===== src/rtl/dsss_pkg.sv =====
package dsss_pkg;
    localparam int unsigned PN_LEN  = 32;
    localparam int unsigned PN_NSEQ = 16;

    // Base sequence, bit i holds chip ci.
    localparam logic [PN_LEN-1:0] PN_BASE    = 32'h744A_C39B;
    localparam logic [PN_LEN-1:0] PN_ODDMASK = 32'hAAAA_AAAA;

    function automatic logic [PN_LEN-1:0] pn_seq(input int unsigned k);
        int unsigned r;
        logic [PN_LEN-1:0] s;
        r = (k % 8) * 4;
        if (r == 0) s = PN_BASE;
        else        s = (PN_BASE << r) | (PN_BASE >> (PN_LEN - r));
        if (k >= 8) s = s ^ PN_ODDMASK;
        return s;
    endfunction
endpackage


===== src/rtl/dsss_chip_rom.sv =====
module dsss_chip_rom #(
    parameter int unsigned SYM_W = 4,
    parameter int unsigned CHIPS = 32,
    localparam int unsigned NENT = 1 << SYM_W,
    localparam int unsigned IDX_W = $clog2(CHIPS)
) (
    input  logic [SYM_W-1:0] sym,
    input  logic [IDX_W-1:0] idx,
    output logic             chip
);
    logic [CHIPS-1:0] tab [NENT];

    for (genvar g = 0; g < NENT; g++) begin : g_tab
        assign tab[g] = CHIPS'(dsss_pkg::pn_seq(g));
    end

    assign chip = tab[sym][idx];
endmodule


===== src/rtl/dsss_seq_ctrl.sv =====
module dsss_seq_ctrl #(
    parameter int unsigned OCT_W = 8,
    parameter int unsigned SYM_W = 4,
    parameter int unsigned CHIPS = 32,
    localparam int unsigned NSYM  = OCT_W / SYM_W,
    localparam int unsigned SEL_W = (NSYM > 1) ? $clog2(NSYM) : 1,
    localparam int unsigned IDX_W = $clog2(CHIPS)
) (
    input  logic             clk,
    input  logic             rst_n,
    input  logic             in_valid,
    output logic             in_ready,
    input  logic [OCT_W-1:0] in_data,
    input  logic             in_last,
    input  logic             chip_en,
    output logic [SYM_W-1:0] cur_sym,
    output logic [IDX_W-1:0] cur_idx,
    input  logic             rom_chip,
    output logic             chip_out,
    output logic             chip_valid,
    output logic             sym_last,
    output logic             frame_last
);
    localparam logic [IDX_W-1:0] IDX_MAX = IDX_W'(CHIPS - 1);
    localparam logic [SEL_W-1:0] SEL_MAX = SEL_W'(NSYM - 1);

    typedef struct packed {
        logic                       busy;
        logic [NSYM-1:0][SYM_W-1:0] octet;
        logic [SEL_W-1:0]           sel;
        logic [IDX_W-1:0]           idx;
        logic                       last_oct;
        logic                       chip;
        logic                       vld;
        logic                       slast;
        logic                       flast;
    } st_t;

    st_t st_d, st_q;

    always_comb begin
        st_d     = st_q;
        in_ready = !st_q.busy;
        cur_sym  = st_q.octet[st_q.sel];
        cur_idx  = st_q.idx;

        if (!st_q.busy && in_valid) begin
            st_d.busy     = 1'b1;
            st_d.octet    = in_data;
            st_d.sel      = '0;
            st_d.idx      = '0;
            st_d.last_oct = in_last;
        end

        if (chip_en) begin
            if (st_q.busy) begin
                st_d.chip  = rom_chip;
                st_d.vld   = 1'b1;
                st_d.slast = (st_q.idx == IDX_MAX);
                st_d.flast = (st_q.idx == IDX_MAX) && (st_q.sel == SEL_MAX) && st_q.last_oct;
                if (st_q.idx == IDX_MAX) begin
                    st_d.idx = '0;
                    if (st_q.sel == SEL_MAX) st_d.busy = 1'b0;
                    else                     st_d.sel  = st_q.sel + 1'b1;
                end else begin
                    st_d.idx = st_q.idx + 1'b1;
                end
            end else begin
                st_d.vld   = 1'b0;
                st_d.slast = 1'b0;
                st_d.flast = 1'b0;
            end
        end
    end

    always_ff @(posedge clk or negedge rst_n) begin
        if (!rst_n) st_q <= '0;
        else        st_q <= st_d;
    end

    assign chip_out   = st_q.chip;
    assign chip_valid = st_q.vld;
    assign sym_last   = st_q.slast;
    assign frame_last = st_q.flast;


    take_blocks_chk: assert property (@(posedge clk) disable iff (!rst_n)
        (in_valid && in_ready) |=> !in_ready);


    hold_out_chk: assert property (@(posedge clk) disable iff (!rst_n)
        !chip_en |=> ($stable(chip_out) && $stable(chip_valid) &&
                      $stable(sym_last) && $stable(frame_last)));


    frame_end_chk: assert property (@(posedge clk) disable iff (!rst_n)
        frame_last |-> (sym_last && chip_valid));


    idle_tick_chk: assert property (@(posedge clk) disable iff (!rst_n)
        (chip_en && in_ready) |=> !chip_valid);


    sym_mark_chk: assert property (@(posedge clk) disable iff (!rst_n)
        sym_last |-> chip_valid);
endmodule


===== src/rtl/dsss_spreader.sv =====
module dsss_spreader #(
    parameter int unsigned OCT_W = 8,
    parameter int unsigned SYM_W = 4,
    parameter int unsigned CHIPS = 32,
    localparam int unsigned IDX_W = $clog2(CHIPS)
) (
    input  logic             clk,
    input  logic             rst_n,
    input  logic             in_valid,
    output logic             in_ready,
    input  logic [OCT_W-1:0] in_data,
    input  logic             in_last,
    input  logic             chip_en,
    output logic             chip_out,
    output logic             chip_valid,
    output logic             sym_last,
    output logic             frame_last
);
    logic [SYM_W-1:0] cur_sym;
    logic [IDX_W-1:0] cur_idx;
    logic             rom_chip;

    dsss_chip_rom #(.SYM_W(SYM_W), .CHIPS(CHIPS)) u_rom (
        .sym  (cur_sym),
        .idx  (cur_idx),
        .chip (rom_chip)
    );

    dsss_seq_ctrl #(.OCT_W(OCT_W), .SYM_W(SYM_W), .CHIPS(CHIPS)) u_ctrl (
        .clk        (clk),
        .rst_n      (rst_n),
        .in_valid   (in_valid),
        .in_ready   (in_ready),
        .in_data    (in_data),
        .in_last    (in_last),
        .chip_en    (chip_en),
        .cur_sym    (cur_sym),
        .cur_idx    (cur_idx),
        .rom_chip   (rom_chip),
        .chip_out   (chip_out),
        .chip_valid (chip_valid),
        .sym_last   (sym_last),
        .frame_last (frame_last)
    );
endmodule


===== config.mk =====
export PLATFORM = sky130hd
export DESIGN_NAME = dsss_spreader
export DESIGN_NICKNAME = d
export VERILOG_FILES = /design/src/rtl/dsss_pkg.sv /design/src/rtl/dsss_chip_rom.sv /design/src/rtl/dsss_seq_ctrl.sv /design/src/rtl/dsss_spreader.sv
export SDC_FILE = /design/constraint.sdc
export NUM_CORES = 1
export LEC_CHECK = 0
export BUFFER_PORTS_ARGS = -buffer_cell sky130_fd_sc_hd__buf_2
export CAP_MARGIN = 0
export CELL_PAD_IN_SITES_DETAIL_PLACEMENT = 0
export CELL_PAD_IN_SITES_GLOBAL_PLACEMENT = 1
export CORE_ASPECT_RATIO = 0.75
export CORE_MARGIN = 5
export CORE_UTILIZATION = 45
export DETAILED_ROUTE_END_ITERATION = 8
export HOLD_SLACK_MARGIN = 0.05
export PLACE_DENSITY = 0.84
export SYNTH_ARGS = -nofsm -noshare
export SYNTH_HDL_FRONTEND = slang
export SYNTH_SLANG_ARGS = --single-unit

===== constraint.sdc =====
create_clock -name clk -period 2.8 [get_ports clk]
set_clock_uncertainty 0.1 [all_clocks]
set_input_delay 0.14 -clock clk [delete_from_list [all_inputs] [get_ports clk]]
set_output_delay 0.14 -clock clk [all_outputs]
set_load 0.05 [all_outputs]

# Yosys cells after proc, flatten, opt, wreduce, memory -nomap -nowiden
# Memories as Yosys holds them, arrays and structs flattened.
# Index checks and enable logic that the tools add are counted.
[classes]
n_lt_le_gt_ge = 3
addsub = 2
n_reduce_logical = 5
bitwise = 1
n_eq_ne = 1
muxes = 17
[ops]
columns = ["operator", "n"]
rows = [
  ["$mux W32", 2],
  ["$mux W16", 1],
  ["$mux W6", 2],
  ["$mux W4", 2],
  ["$mux W1", 7],
  ["$lt A5 B6 Y1 const B", 1],
  ["$add A5 B1 Y5 const B", 1],
  ["$bmux W1 S5", 1],
  ["$eq A5 B5 Y1 const B", 1],
  ["$ge A5 B5 Y1 const B", 1],
  ["$mux W5", 1],
  ["$not A4 Y5", 1],
  ["$logic_and A1 B1 Y1", 3],
  ["$mux W3", 1],
  ["$lt A1 B2 Y1 const B", 1],
  ["$reduce_and A2 Y1", 1],
  ["$add A1 B1 Y1 const B", 1],
  ["$logic_not A1 Y1", 1],
]
[totals]
inputBits = 13
reg_bits = 20
n_memories = 1
output_inout_bits = 5
rom_bits = 512
elab_cells = 40
[mem_list]
columns = ["name", "words", "word_bits", "rd", "rd_ports_with_merged_regs", "write_ports", "line", "source"]
rows = [
  ["(name not given)", 16, 32, 1, 0, 0, "dsss_chip_rom.sv:17", "assign chip = tab[sym][idx];"],
]

# Longest topological paths before layout
[logic_depth]
ltp_word = 8
depth_mapped = 11
depth_no_buf = 9

# Cells and area by module
# From an unflattened synthesis, not the netlist that was laid out.
[hier_totals]
cells_unflattened = 228
area_unflattened_um2 = 1940.6
[by_module_without_submodules]
columns = ["module", "area_per_inst_um2", "seq_area_each_um2", "instances", "cells_per_inst"]
rows = [
  ["dsss_seq_ctrl", 979.7, 500.5, 1, 85],
  ["dsss_chip_rom", 960.9, 0.0, 1, 143],
]

# Worst setup path after synthesis
# OpenSTA, ideal clock, no wires.
[synth_timing]
path_type = "register -> register"
startpoint = "register u_ctrl.st_q[10] (netlist bit)"
endpoint = "register u_ctrl.st_q (netlist bit u_ctrl.chip_out)"
arrival_ns = 2.360
period_less_slack_ns = 2.529
path_buffers = 2
setup_time_ns = 0.069
path_slack_ns = 0.271
stages_incl_launch_ff = 12
required_ns = 2.631
path_cell_list = "dfrtp_1 -> buf_6 -> mux2i_1 -> buf_2 -> ha_1 -> inv_1 -> a211oi_2 -> xnor2_1 -> a211oi_2 -> a211oi_1 -> or4_1 -> nand3_1"
[synth_via]
elab_chain_len = 8
[synth_lines]
columns = ["item", "line", "source"]
rows = [
  ["start: declaration", "dsss_seq_ctrl.sv:39", "st_t st_d, st_q;"],
  ["start signal: assignment", "dsss_seq_ctrl.sv:78", "else st_q <= st_d;"],
  ["$mux W4 (implied by the code) (2 in a row)", "dsss_seq_ctrl.sv:44", "cur_sym = st_q.octet[st_q.sel];"],
  ["$not A4 Y5 (implied by the code)", "dsss_chip_rom.sv:17", ""],
  ["$mem_v2 Z16 W32", "n/a", ""],
  ["$mux W32 (implied by the code) (2 in a row)", "dsss_chip_rom.sv:17", ""],
  ["$bmux W1 S5", "dsss_chip_rom.sv:17", ""],
  ["$mux W1 (implied by the code)", "dsss_chip_rom.sv:17", ""],
]
# Every way passes these cells. The select of a mux whose other input is x is not followed.
# A chain may end at the register's enable or synchronous reset.

# Final worst setup path
# Same ends and word-level chain as after synthesis.

==> flow_summary.toml <==
[route]
route.antenna.remaining_nets = 0
via_per_inst = 5.79
detail_route.iter0.violations = 143
detail_route.first_pass.iterations = 4
detailroute.via_count = 1714
wl_mm = 4.63
wl_per_cell_microns = 15.7
route.detailed.drc = 0

[synth]
synth.cell_area_sq_mm = 0.00184
synthTopCellsByCount = "24 x nand2_1, 20 x dfrtp_1, 16 x o21ai_0"
post-synth-top-count-cell = "nand2_1"
ys.flop_type = "dfrtp_1"
synth_edf_count = 0
yosysWarnings = 0
synth_area_leaders = "dfrtp_1 27%, ha_1 6.8%, mux2_2 5.5%, mux2i_1 5.4%, nand2_1 4.9%"
postSynthNetCount = 239
synth-async-reset-ratio_pct = 100
synth_cell_types = 48
synth_top_area_share_pct = 27.2
part_of_the_yosys_area_used_for_sequential_elements_pct = 27.2
netlist_instances = 216
yosysTopAreaCell = "dfrtp_1"
synth.avg_cell_area_sq_um = 8.52
ys_seq_elements = 20

[global_routing]
vias_in_the_first_global_route = 1594
antenna_violations_before_repair = 0
grt_first_pass_wirelength_mm = 8.15
grt-ovfl-total = 0
grtUsageTotal_pct = 18.3
grt_start_max_net_pins = 23

[setup_path]
path_max_fanout = 4
worst-endpoint-arrival_ps = 2680
crit_required_ps = 2890
setup.reg_to_reg.worst_slack_ps = 220
timing.setup.critical_path_class = "flip-flop to flip-flop"
critPathCaptureType = "flip-flop"
kind_of_start_point_of_the_critical_path = "flip-flop"

[clocking]
clockRootBuffer = "clkbuf_8"
cts_htree_levels = 1
cts_inserted_buffers = 3
clk-insertion-delay-late_ps = 250
clock_path_buffers = 2
clkTransAtPathRegs_ps = 70
post-cts-setup-buffers = 0
cts_tree = "done"
clkSinkCount = 20

[placement]
post-place-cells = 282
weighted_congestion_reported_at_the_end_of_routability_driven_placement = 0.937
buffer_ports.inserted = 17
post-dp-hpwl_mm = 3.41

[timing]
worst_margin_pin_slew_ps = 733
finalSetupViolations = 0
hold_viol = 0
achievable-frequency_mhz = 387
layout_min_cycle_time_ps = 2580
maxSlewHeadroom_pct = 51.0
worst_hold_slack_ps = 164
report.final.slew_viol_count = 0
timing.setup.tns_ps = 0
period_share_pct = 92.2
rsz0062_at_grt = "no"

[power_and_ir_drop]
power_per_cell_area_mw_per_mm2 = 710
reported_leakage_power_nw = 0.968
p_total_mw = 1.52
vdd.ir_drop.worst_mv = 0.484

[job]
max_cap_violations = 0

[final_layout]
final_nets = 266
syn_to_final_growth_pct = 16.6
antenna_diodes = 0
fillers = 384
layout-drive-gt1-share_pct = 19.9
layoutNonFillerInstCount = 296

[floorplanning]
die_width_microns = 83.8
fp.dieH_microns = 65.4
floorplan.initialDensity_pct = 46.0
num_io_pins = 18
core-area_sq_mm = 0.00400
fp.dieArea_sq_mm = 0.00548
num_rows = 20

[status]
status = "finished clean"

[worst_hold_path]
type_of_the_tightest_min_delay_check = "input port to flip-flop"
final cells by class:
cell class              count  area, sq um  area share, %
multi-input cells         169         1220           56.7
flip-flops and latches     20          500           23.3
inverters                   9         33.8           1.57
clock buffers               3         41.3           1.92
repair buffers             40          285           13.3
well taps                  55         68.8           3.21
sequential cells by signal (all words and copies together), names as in the netlist:
register / count
u_ctrl.st_q: 11
u_ctrl.chip_valid: 1
u_ctrl.sym_last: 1
u_ctrl.frame_last: 1
u_ctrl.chip_out: 1
u_ctrl.cur_idx: 5
power breakdown:
group	switching, mW	internal (mW)
Sequential	0.111	0.351
Clock	0.0919	0.0958
Combinational	0.498	0.376
per-layer routing:
layer / share of wire [%] / global-route usage (%) / wire (microns) / vias to the layer above
li1: - / - / - / 852
met1: 50 / 26.9 / 2330 / 807
met2: 42 / 27.8 / 1950 / 53
met3: 7.1 / 4.39 / 327 / 2
met4: 0.41 / 2.41 / 19 / 0
met5: 0 / 0 / 0 / -
cells by family after synthesis:
logic type | synth area share [%]
muxes | 13.8
DFF | 27.2
xor gates and xnor gates | 3.81
buffers and inverters | 6.73
adders and majority gates | 6.80
AOI/OAI and AO/OA | 26.0
and+or+nand+nor | 15.7
path summary, 6_finish.rpt:
kind | startpoint | endpoint | cells after the start
max | u_ctrl.st_q[10]$_DFF_PN0_ | u_ctrl.chip_out$_DFFE_PN0P_ | 9
min | chip_en | u_ctrl.frame_last$_DFFE_PN0P_ | 2
max reg2reg | u_ctrl.st_q[10]$_DFF_PN0_ | u_ctrl.chip_out$_DFFE_PN0P_ | 9
min reg2reg | u_ctrl.chip_out$_DFFE_PN0P_ | u_ctrl.chip_out$_DFFE_PN0P_ | 2
max in group asynchronous | rst_n | u_ctrl.st_q[4]$_DFFE_PN0P_ | 2
min in group asynchronous | rst_n | u_ctrl.sym_last$_DFFE_PN0P_ | 2
what timing repair did:
| item | in CTS | in global routing |
|---|---|---|
| endpoints found under the hold margin | 30 | 0 |
| endpoints found under the setup margin | 0 | 0 |
| hold buffers | 11 | 0 |
| resized for setup | 0 | 0 |
cells in the final DEF, fill, tap and decap left out, types with 2 or more instances in the layout:
cell type	Yosys	routed
dfrtp_1	20	20
dlygate4sd3_1	0	11
ha_1	10	10
a41oi_1	2	2
mux2_2	9	9
nor3_1	6	6
buf_2	6	17
o21ai_0	16	16
and3_1	3	3
nand3_1	9	9
a311oi_1	2	2
a211oi_1	10	10
o2111ai_1	3	3
inv_1	8	8
nand2_1	24	24
nor2_1	11	11
a211o_1	4	4
a211oi_2	2	2
o21a_1	2	2
xnor2_1	8	8
nor2b_1	2	2
buf_4	2	12
nand2b_1	2	2
o211ai_1	3	3
clkbuf_8	0	3
mux2i_1	10	10
a22oi_1	2	2
a21o_1	3	3
mux2_4	2	2
a21oi_1	7	7
a31oi_1	2	2
through the flow:
| stage | instance area, sq um | util [%] | setup WS (ps) |
|---|---|---|---|
| floorplan | 1840 | - | 271 |
| global placement | 1990 | 49.8 | 268 |
| detailed placement | 1990 | 49.8 | 230 |
| CTS | 2150 | 53.6 | 206 |
| global route | 2150 | 53.6 | 50.6 |
| finish | 2150 | 53.6 | 218 |
worst max-delay path: stages (launching register included):
cell	delay, ps
dfrtp_1	470
mux2i_1	330
ha_1	310
inv_1	150
a211oi_2	90
xnor2_1	160
a211oi_2	210
a211oi_1	80
or4_1	540
nand3_1	90
Power figures use the tool's default switching activity.
